[src/rtl/tg_pkg.sv]
package tg_pkg;

    typedef enum logic [2:0] {
        CMD_NOP  = 3'd0,
        CMD_ACT  = 3'd1,
        CMD_RD   = 3'd2,
        CMD_WR   = 3'd3,
        CMD_PRE  = 3'd4,
        CMD_PREA = 3'd5,
        CMD_REF  = 3'd6,
        CMD_RSV  = 3'd7
    } tg_cmd_e;

    typedef struct packed {
        logic cs_n;
        logic ras_n;
        logic cas_n;
        logic we_n;
    } tg_pins_t;

    localparam tg_pins_t PINS_DESEL = '{cs_n: 1'b1, ras_n: 1'b1, cas_n: 1'b1, we_n: 1'b1};

    // Readiness flags that one bank tracker reports to the grant logic.
    typedef struct packed {
        logic is_open;
        logic act_ok;
        logic rd_ok;
        logic wr_ok;
        logic pre_ok;
        logic ref_ok;
    } tg_bank_stat_t;

    // Time to clocks, always rounded up.
    function automatic int ceil_div(input int num, input int den);
        return (num + den - 1) / den;
    endfunction

    function automatic int max2(input int a, input int b);
        return (a > b) ? a : b;
    endfunction

endpackage

[src/rtl/tg_downcnt.sv]
module tg_downcnt #(
    parameter int CW = 5
) (
    input  logic          clk,
    input  logic          rst,
    input  logic          load,
    input  logic [CW-1:0] load_val,
    output logic [CW-1:0] count,
    output logic          done
);
    always_ff @(posedge clk) begin
        if (rst)
            count <= '0;
        else if (load)
            count <= load_val;
        else if (count != '0)
            count <= count - 1'b1;
    end

    assign done = (count == '0);
endmodule

[src/rtl/tg_bank.sv]
module tg_bank
    import tg_pkg::*;
#(
    parameter int CW     = 5,
    parameter int RCD_RD = 5,
    parameter int RCD_WR = 3,
    parameter int RAS    = 10,
    parameter int RC     = 15,
    parameter int RP     = 5,
    parameter int RTP    = 2,
    parameter int WRA    = 5
) (
    input  logic          clk,
    input  logic          rst,
    input  logic          act_go,
    input  logic          rd_go,
    input  logic          wr_go,
    input  logic          pre_go,
    input  logic          auto_pre,
    output tg_bank_stat_t stat
);
    // A counter loaded with N-1 reaches zero exactly N cycles after the load.
    localparam logic [CW-1:0] L_RCD_RD = CW'(RCD_RD - 1);
    localparam logic [CW-1:0] L_RCD_WR = CW'(RCD_WR - 1);
    localparam logic [CW-1:0] L_RAS    = CW'(RAS - 1);
    localparam logic [CW-1:0] L_RC     = CW'(RC - 1);
    localparam logic [CW-1:0] L_RP     = CW'(RP - 1);
    localparam logic [CW-1:0] L_RTP    = CW'(RTP - 1);
    localparam logic [CW-1:0] L_WRA    = CW'(WRA - 1);

    logic          is_open, ap_pend;
    logic [CW-1:0] rcdr_cnt, rcdw_cnt, pw_cnt, rp_cnt, rc_cnt;
    logic          rcdr_done, rcdw_done, pw_done, rp_done, rc_done;
    logic [CW-1:0] pw_next, pw_load;
    logic          ap_fire, col_ap, rp_load;

    assign col_ap  = (rd_go || wr_go) && auto_pre;
    assign ap_fire = ap_pend && pw_done;
    assign rp_load = (pre_go && is_open) || ap_fire;

    // Precharge wait folds tRAS and read/write recovery into one counter.
    always_comb begin
        pw_next = pw_done ? '0 : pw_cnt - 1'b1;
        if (act_go)
            pw_load = L_RAS;
        else if (wr_go)
            pw_load = (pw_next > L_WRA) ? pw_next : L_WRA;
        else
            pw_load = (pw_next > L_RTP) ? pw_next : L_RTP;
    end

    tg_downcnt #(.CW(CW)) u_rcdr (.clk(clk), .rst(rst), .load(act_go), .load_val(L_RCD_RD),
                                  .count(rcdr_cnt), .done(rcdr_done));
    tg_downcnt #(.CW(CW)) u_rcdw (.clk(clk), .rst(rst), .load(act_go), .load_val(L_RCD_WR),
                                  .count(rcdw_cnt), .done(rcdw_done));
    tg_downcnt #(.CW(CW)) u_pw   (.clk(clk), .rst(rst), .load(act_go || rd_go || wr_go),
                                  .load_val(pw_load), .count(pw_cnt), .done(pw_done));
    tg_downcnt #(.CW(CW)) u_rp   (.clk(clk), .rst(rst), .load(rp_load), .load_val(L_RP),
                                  .count(rp_cnt), .done(rp_done));
    tg_downcnt #(.CW(CW)) u_rc   (.clk(clk), .rst(rst), .load(act_go), .load_val(L_RC),
                                  .count(rc_cnt), .done(rc_done));

    always_ff @(posedge clk) begin
        if (rst) begin
            is_open <= 1'b0;
            ap_pend <= 1'b0;
        end else begin
            if (act_go)
                is_open <= 1'b1;
            else if (pre_go || col_ap)
                is_open <= 1'b0;

            if (col_ap)
                ap_pend <= 1'b1;
            else if (ap_fire)
                ap_pend <= 1'b0;
        end
    end

    always_comb begin
        stat.is_open = is_open;
        stat.act_ok  = !is_open && !ap_pend && rp_done && rc_done;
        stat.rd_ok   = is_open && rcdr_done;
        stat.wr_ok   = is_open && rcdw_done;
        stat.pre_ok  = !ap_pend && (!is_open || pw_done);
        stat.ref_ok  = !is_open && !ap_pend && rp_done;
    end
endmodule

[src/rtl/tg_encode.sv]
module tg_encode
    import tg_pkg::*;
(
    input  logic     grant,
    input  tg_cmd_e  cmd,
    input  logic     auto_pre,
    output tg_pins_t pins,
    output logic     ap_flag
);
    always_comb begin
        pins    = PINS_DESEL;
        ap_flag = 1'b0;
        if (grant) begin
            pins.cs_n = 1'b0;
            case (cmd)
                CMD_ACT:  pins.ras_n = 1'b0;
                CMD_RD:   begin pins.cas_n = 1'b0; ap_flag = auto_pre; end
                CMD_WR:   begin pins.cas_n = 1'b0; pins.we_n = 1'b0; ap_flag = auto_pre; end
                CMD_PRE:  begin pins.ras_n = 1'b0; pins.we_n = 1'b0; end
                CMD_PREA: begin pins.ras_n = 1'b0; pins.we_n = 1'b0; ap_flag = 1'b1; end
                CMD_REF:  begin pins.ras_n = 1'b0; pins.cas_n = 1'b0; end
                default:  pins = PINS_DESEL;
            endcase
        end
    end
endmodule

[src/rtl/sdram_timing_gate.sv]
module sdram_timing_gate
    import tg_pkg::*;
#(
    parameter int NB     = 4,
    parameter int CLK_PS = 3300,
    parameter int RC_PS  = 49500,
    parameter int RAS_PS = 33000,
    parameter int RCD_PS = 16500,
    parameter int RP_PS  = 16500,
    parameter int RFC_PS = 56100,
    parameter int T_RRD  = 3,
    parameter int T_CL   = 4,
    parameter int T_RTP  = 2,
    localparam int BW    = $clog2(NB)
) (
    input  logic          clk,
    input  logic          rst,
    input  logic          req_valid,
    input  logic [2:0]    req_cmd,
    input  logic [BW-1:0] req_bank,
    input  logic          req_ap,
    output logic          grant,
    output logic          proto_err,
    output logic          cmd_cs_n,
    output logic          cmd_ras_n,
    output logic          cmd_cas_n,
    output logic          cmd_we_n,
    output logic          cmd_ap,
    output logic [BW-1:0] cmd_bank,
    output logic [NB-1:0] bank_open
);
    localparam int T_RAS_C    = ceil_div(RAS_PS, CLK_PS);
    localparam int T_RP_C     = ceil_div(RP_PS, CLK_PS);
    localparam int T_RC_C     = max2(ceil_div(RC_PS, CLK_PS), T_RAS_C + T_RP_C);
    localparam int T_RCD_RD_C = ceil_div(RCD_PS, CLK_PS);
    localparam int T_RCD_WR_C = max2(T_RCD_RD_C - 2, 2);
    localparam int T_RFC_C    = ceil_div(RFC_PS, CLK_PS);
    localparam int T_WRA_C    = T_CL + 1;
    localparam int CW         = $clog2(max2(max2(T_RC_C, T_RFC_C), max2(T_RRD, T_WRA_C)) + 1);

    tg_cmd_e cmd;
    assign cmd = tg_cmd_e'(req_cmd);

    logic [NB-1:0] hit, act_go, rd_go, wr_go, pre_go;
    logic [NB-1:0] v_open, v_act_ok, v_rd_ok, v_wr_ok, v_pre_ok, v_ref_ok;

    for (genvar i = 0; i < NB; i++) begin : g_bank
        tg_bank_stat_t st;

        assign hit[i]    = (req_bank == BW'(i));
        assign act_go[i] = grant && (cmd == CMD_ACT) && hit[i];
        assign rd_go[i]  = grant && (cmd == CMD_RD) && hit[i];
        assign wr_go[i]  = grant && (cmd == CMD_WR) && hit[i];
        assign pre_go[i] = grant && (((cmd == CMD_PRE) && hit[i]) || (cmd == CMD_PREA));

        tg_bank #(
            .CW(CW), .RCD_RD(T_RCD_RD_C), .RCD_WR(T_RCD_WR_C), .RAS(T_RAS_C),
            .RC(T_RC_C), .RP(T_RP_C), .RTP(T_RTP), .WRA(T_WRA_C)
        ) u_bank (
            .clk(clk), .rst(rst), .act_go(act_go[i]), .rd_go(rd_go[i]), .wr_go(wr_go[i]),
            .pre_go(pre_go[i]), .auto_pre(req_ap), .stat(st)
        );

        assign v_open[i]   = st.is_open;
        assign v_act_ok[i] = st.act_ok;
        assign v_rd_ok[i]  = st.rd_ok;
        assign v_wr_ok[i]  = st.wr_ok;
        assign v_pre_ok[i] = st.pre_ok;
        assign v_ref_ok[i] = st.ref_ok;
    end

    // Device-wide spacings.
    logic [CW-1:0] rrd_cnt, rfc_cnt;
    logic          rrd_done, rfc_done;

    tg_downcnt #(.CW(CW)) u_rrd (.clk(clk), .rst(rst), .load(grant && (cmd == CMD_ACT)),
                                 .load_val(CW'(T_RRD - 1)), .count(rrd_cnt), .done(rrd_done));
    tg_downcnt #(.CW(CW)) u_rfc (.clk(clk), .rst(rst), .load(grant && (cmd == CMD_REF)),
                                 .load_val(CW'(T_RFC_C - 1)), .count(rfc_cnt), .done(rfc_done));

    logic ok, err;
    always_comb begin
        ok  = 1'b0;
        err = 1'b0;
        case (cmd)
            CMD_ACT: begin
                err = v_open[req_bank];
                ok  = v_act_ok[req_bank] && rrd_done && rfc_done;
            end
            CMD_RD: begin
                err = !v_open[req_bank];
                ok  = v_rd_ok[req_bank];
            end
            CMD_WR: begin
                err = !v_open[req_bank];
                ok  = v_wr_ok[req_bank];
            end
            CMD_PRE:  ok = v_pre_ok[req_bank];
            CMD_PREA: ok = &v_pre_ok;
            CMD_REF: begin
                err = |v_open;
                ok  = (&v_ref_ok) && rfc_done;
            end
            default: begin
                ok  = 1'b0;
                err = 1'b0;
            end
        endcase
    end

    assign grant     = req_valid && ok && !err;
    assign proto_err = req_valid && err;

    tg_pins_t pins;
    tg_encode u_enc (.grant(grant), .cmd(cmd), .auto_pre(req_ap), .pins(pins), .ap_flag(cmd_ap));

    assign cmd_cs_n  = pins.cs_n;
    assign cmd_ras_n = pins.ras_n;
    assign cmd_cas_n = pins.cas_n;
    assign cmd_we_n  = pins.we_n;
    assign cmd_bank  = req_bank;
    assign bank_open = v_open;
endmodule

[config.mk]
export PLATFORM = sky130hd
export DESIGN_NAME = sdram_timing_gate
export DESIGN_NICKNAME = d
export VERILOG_FILES = /design/src/rtl/tg_pkg.sv /design/src/rtl/tg_downcnt.sv /design/src/rtl/tg_bank.sv /design/src/rtl/tg_encode.sv /design/src/rtl/sdram_timing_gate.sv
export SDC_FILE = /design/constraint.sdc
export NUM_CORES = 1
export LEC_CHECK = 0
export ABC_CLOCK_PERIOD_IN_PS = 7140
export BUFFER_PORTS_ARGS = -buffer_cell sky130_fd_sc_hd__buf_2
export CAP_MARGIN = 20
export CORE_MARGIN = 2
export CORE_UTILIZATION = 55
export DETAILED_ROUTE_END_ITERATION = 16
export GPL_ROUTABILITY_DRIVEN = 0
export PLACE_DENSITY = 0.83
export SLEW_MARGIN = 20
export SYNTH_ARGS = -nofsm -noshare
export SYNTH_HDL_FRONTEND = slang
export SYNTH_SLANG_ARGS = --single-unit
[constraint.sdc]
create_clock -name clk -period 7.14 [get_ports clk]
set_input_delay 1.428 -clock clk [delete_from_list [all_inputs] [get_ports clk]]
set_output_delay 1.428 -clock clk [all_outputs]
set_load 0.05 [all_outputs]
==> summary.md <==
| Metric | Value |
|---|---|
| Status | `complete, no violations` |
| Syn_area_per_cell | `8.11 sq um` |
| Hold buffer count at CTS | `0` |
| CTS tree | `done` |
| Via count | `5,716` |
| Final Util | `0.629` |
| Ranking of synthesized cells by area | `dfxtp_1 (36%), ha_1 (7.6%), a21oi_1 (6.8%)` |
| DRC | `0` |
| Seq/Total Area, Yosys | `0.359` |
| Final hold slack | `458 ps` |
| Synth unique cells | `63` |
| Grt ovf | `0` |
| Worst Path Arrival | `approximately 4300 ps` |
| Worst path required time | `5710 ps` |
| Drt via density | `5.89` |
| Final period utilization | `0.801` |
| Largest net degree at the start of global routing | `slightly above 60` |
| Initial core utilization | `0.570` |
| Post-CTS Resized | `0` |
| Hold Crit Class | `register to register` |
| CP Max Fanout | `35` |
| WS Path Type | `primary input to output port` |
| Post-CTS setup buffers | `0` |
| Synthesized instance count | `between 800 and 900` |
| R2R Setup Slk | `3400 ps` |
| #FFs+latches synth | `~120` |
| Vias in the first global route | `5,352` |
| TritonCTS Buffers | `17` |
| HPWL Detailed | `9860 um` |
| Max Clock Skew | `9.49 ps` |
| DRT antenna net count | `0` |
| Top_reg_cell synth | `dfxtp_1` |
| Cell Pwr Density | `519 mW/mm^2` |
| I/O Buffers | `21` |
| Mapped Area | `0.00659 sq mm` |
| Total nets after synthesis | `861` |
| Setup TNS | `0 ps` |
| Ys Warns | `0` |
| Pwr Total | `3780 uW` |
| Die W | `113 um` |
| Number of synthesized flops with an enable pin | `0` |
| Nets | `866` |
| Final setup vio count | `0` |
| Slew @ Worst Pin | `approximately 1100 ps` |
| Die Y | `113 um` |
| DR iter-0 viols | `roughly 540` |
| Number of clock sinks | `118` |
| Clock Tree Buf Depth | `2` |
| Yosys top cell by area | `dfxtp_1` |
| GRT Util Overall | `0.242` |
| Post-DR wirelength/cell | `15.0 um` |
| Final hold violation count | `0` |
| Antenna Diode Count | `0` |
| Sw frac | `0.405` |
| Share of layout cells above drive strength 1 | `0.0954` |
| VDD IR max | `285 uV` |
| Clock power frac | `0.215` |
| Fin crit period | `5720 ps` |
| Combinational share of power | `0.479` |
| Max Slew Vio Count | `0` |
| Total of max-cap violations | `0` |
| Root Driver | `clkbuf_16` |
| Cells on worst reg2reg path | `10` |
| Internal power | `around 2200 uW` |
| CP startpoint kind | `primary input` |
| Worst-Skew Late Latency | `420 ps` |
| Final wirelength | `14,600 um` |
| Num rows | `39` |
| Maximum clock rate | `175 MHz` |
| Area growth syn-to-layout | `10.3%` |
| H-tree depth | `4` |
| CP Capture Type | `output port` |
| Pre-antenna DRT Iters | `6` |
| Hold Crit Depth | `2` |
| Register share of total power | `0.305` |
| Core ar. | `between 0.01 and 0.015 sq mm` |
| # IOs | `22` |
| Global-route wire length before repair | `25,100 um` |
| Async set-reset flop share out of synthesis | `0` |
| Initial antenna violation count | `0` |
| Area share of the largest cell type after synthesis | `0.359` |
| Fill count | `between 900 and 1,000` |
| Leakage | `0.00288 uW` |
| RSZ-0062 raised after global routing | `no` |
| Worst slew margin | `0.289` |
| Die ar. | `roughly 0.013 sq mm` |
| Sw Pwr | `about 1500 uW` |
| Reg clk slew, reported paths | `50 ps` |
[cell usage after synthesis (all sizes together) (2+ instances only)]
cell       n
a32oi      5
nor3      54
ha        40
nand2     61
nand3     13
xor2       8
nor2     103
a211oi     5
or4b       8
nor3b      3
a311oi     3
o21ai     26
o311ai     3
nor4b     11
nand3b     5
clkbuf    16
nor4       6
a22o       3
a31oi      3
o211ai     4
buf       22
inv       61
nor2b     12
mux2       4
a221oi     7
o31ai     12
mux2i      2
a2111oi    4
nand2b     6
a31o       3
nand4      6
or3       26
a22oi      3
dfxtp    118
a21o       3
and2       8
xnor2     34
a21oi     91
[final timing paths]
kind,startpoint,to
max reg2reg,g_bank[1].u_bank.u_rc.count[0]$_SDFFE_PP0P_,g_bank[1].u_bank.u_rcdw.count[4]$_SDFFE_PP0P_
min reg2reg,g_bank[3].u_bank.u_rcdr.count[4]$_SDFFE_PP0P_,g_bank[3].u_bank.u_rcdr.count[4]$_SDFFE_PP0P_
min,g_bank[3].u_bank.u_rcdr.count[4]$_SDFFE_PP0P_,g_bank[3].u_bank.u_rcdr.count[4]$_SDFFE_PP0P_
max,req_bank[1],cmd_we_n
[final cells by class]
cell class / count / area [sq um] / share of cell area
clock buffer: 27 / 523 / 0.0719
clock inverter: 3 / 40.0 / 0.00551
inverter: 62 / 238 / 0.0327
multi-input combinational: 594 / 3800 / 0.523
sequential: 118 / 2360 / 0.325
tap: 143 / 179 / 0.0246
timing repair buffer: 24 / 128 / 0.0176
[critical path, stage by stage]
cell and delay (ps):
buf_2 300, mux4_2 560, o211ai_1 190, nand4bb_1 190, a21o_1 610, clkinv_4 430
o21ai_1 250, buf_2 290
[cell usage in the layout, fill, tap and decap left out, types with 8 or more instances in the layout]
cell type / instances
buf_2: 21
nor2_1: 103
nor3_1: 54
inv_1: 61
xor2_1: 8
nor2b_1: 12
or3_1: 26
xnor2_1: 34
ha_1: 40
o21ai_0: 23
clkbuf_16: 17
a21oi_1: 90
dfxtp_1: 118
nand2_1: 60
and2_1: 8
nand3_1: 9
[cells by family (layout without fill, tap and decap cells)]
kind of cell    after synthesis  count (layout)  synth area share
simple gates                324             324             0.256
compound gates              181             181             0.175
flops                       118             118             0.359
buf+inv                     100             116            0.0657
xor+xnor                     42              42            0.0558
fa+ha+maj                    40              40            0.0760
mux                           7               7            0.0133
[per-stage QoR]
| stage | instance area, sq um | instances | setup slack, ps |
|---|---|---|---|
| 5_1_grt | 7270 | 971 | 1220 |
| 2_1_floorplan | 6590 | 812 | 1870 |
| 6_report | 7270 | 971 | 1420 |
| 4_1_cts | 7260 | 971 | 1530 |
| 3_3_place_gp | 6700 | 941 | 1600 |
| 3_5_place_dp | 6700 | 941 | 1520 |
[power by group through the flow]
stage / combinational (uW) / clock (uW) / sequential, uW
finish: 1810 / 813 / 1150
global route: 2070 / 857 / 1190
CTS: 1800 / 823 / 1150
detailed placement: 1770 / 0 / 1150
global placement: 1730 / 0 / 1150
floorplan: 1480 / 0 / 1100
[per-layer routing]
layer	wire length, um	part of all wire	up-vias	global-route usage
met3	969	0.066	33	0.0606
li1	-	-	2855	-
met2	6730	0.46	183	0.388
met5	0	0	-	0
met1	6530	0.45	2645	0.311
met4	354	0.024	0	0.102
[flip-flops by register name, summed over array words and instances (netlist names)]
register / count
u_rrd.count: 5
g_bank.u_bank.u_rcdr.count: 20
u_rfc.count: 5
g_bank.u_bank.u_rc.count: 20
g_bank.u_bank.is_open: 4
g_bank.u_bank.ap_pend: 4
g_bank.u_bank.u_rp.count: 20
g_bank.u_bank.u_rcdw.count: 20
g_bank.u_bank.u_pw.count: 20
Note: power is estimated with default switching activity, not from simulation.
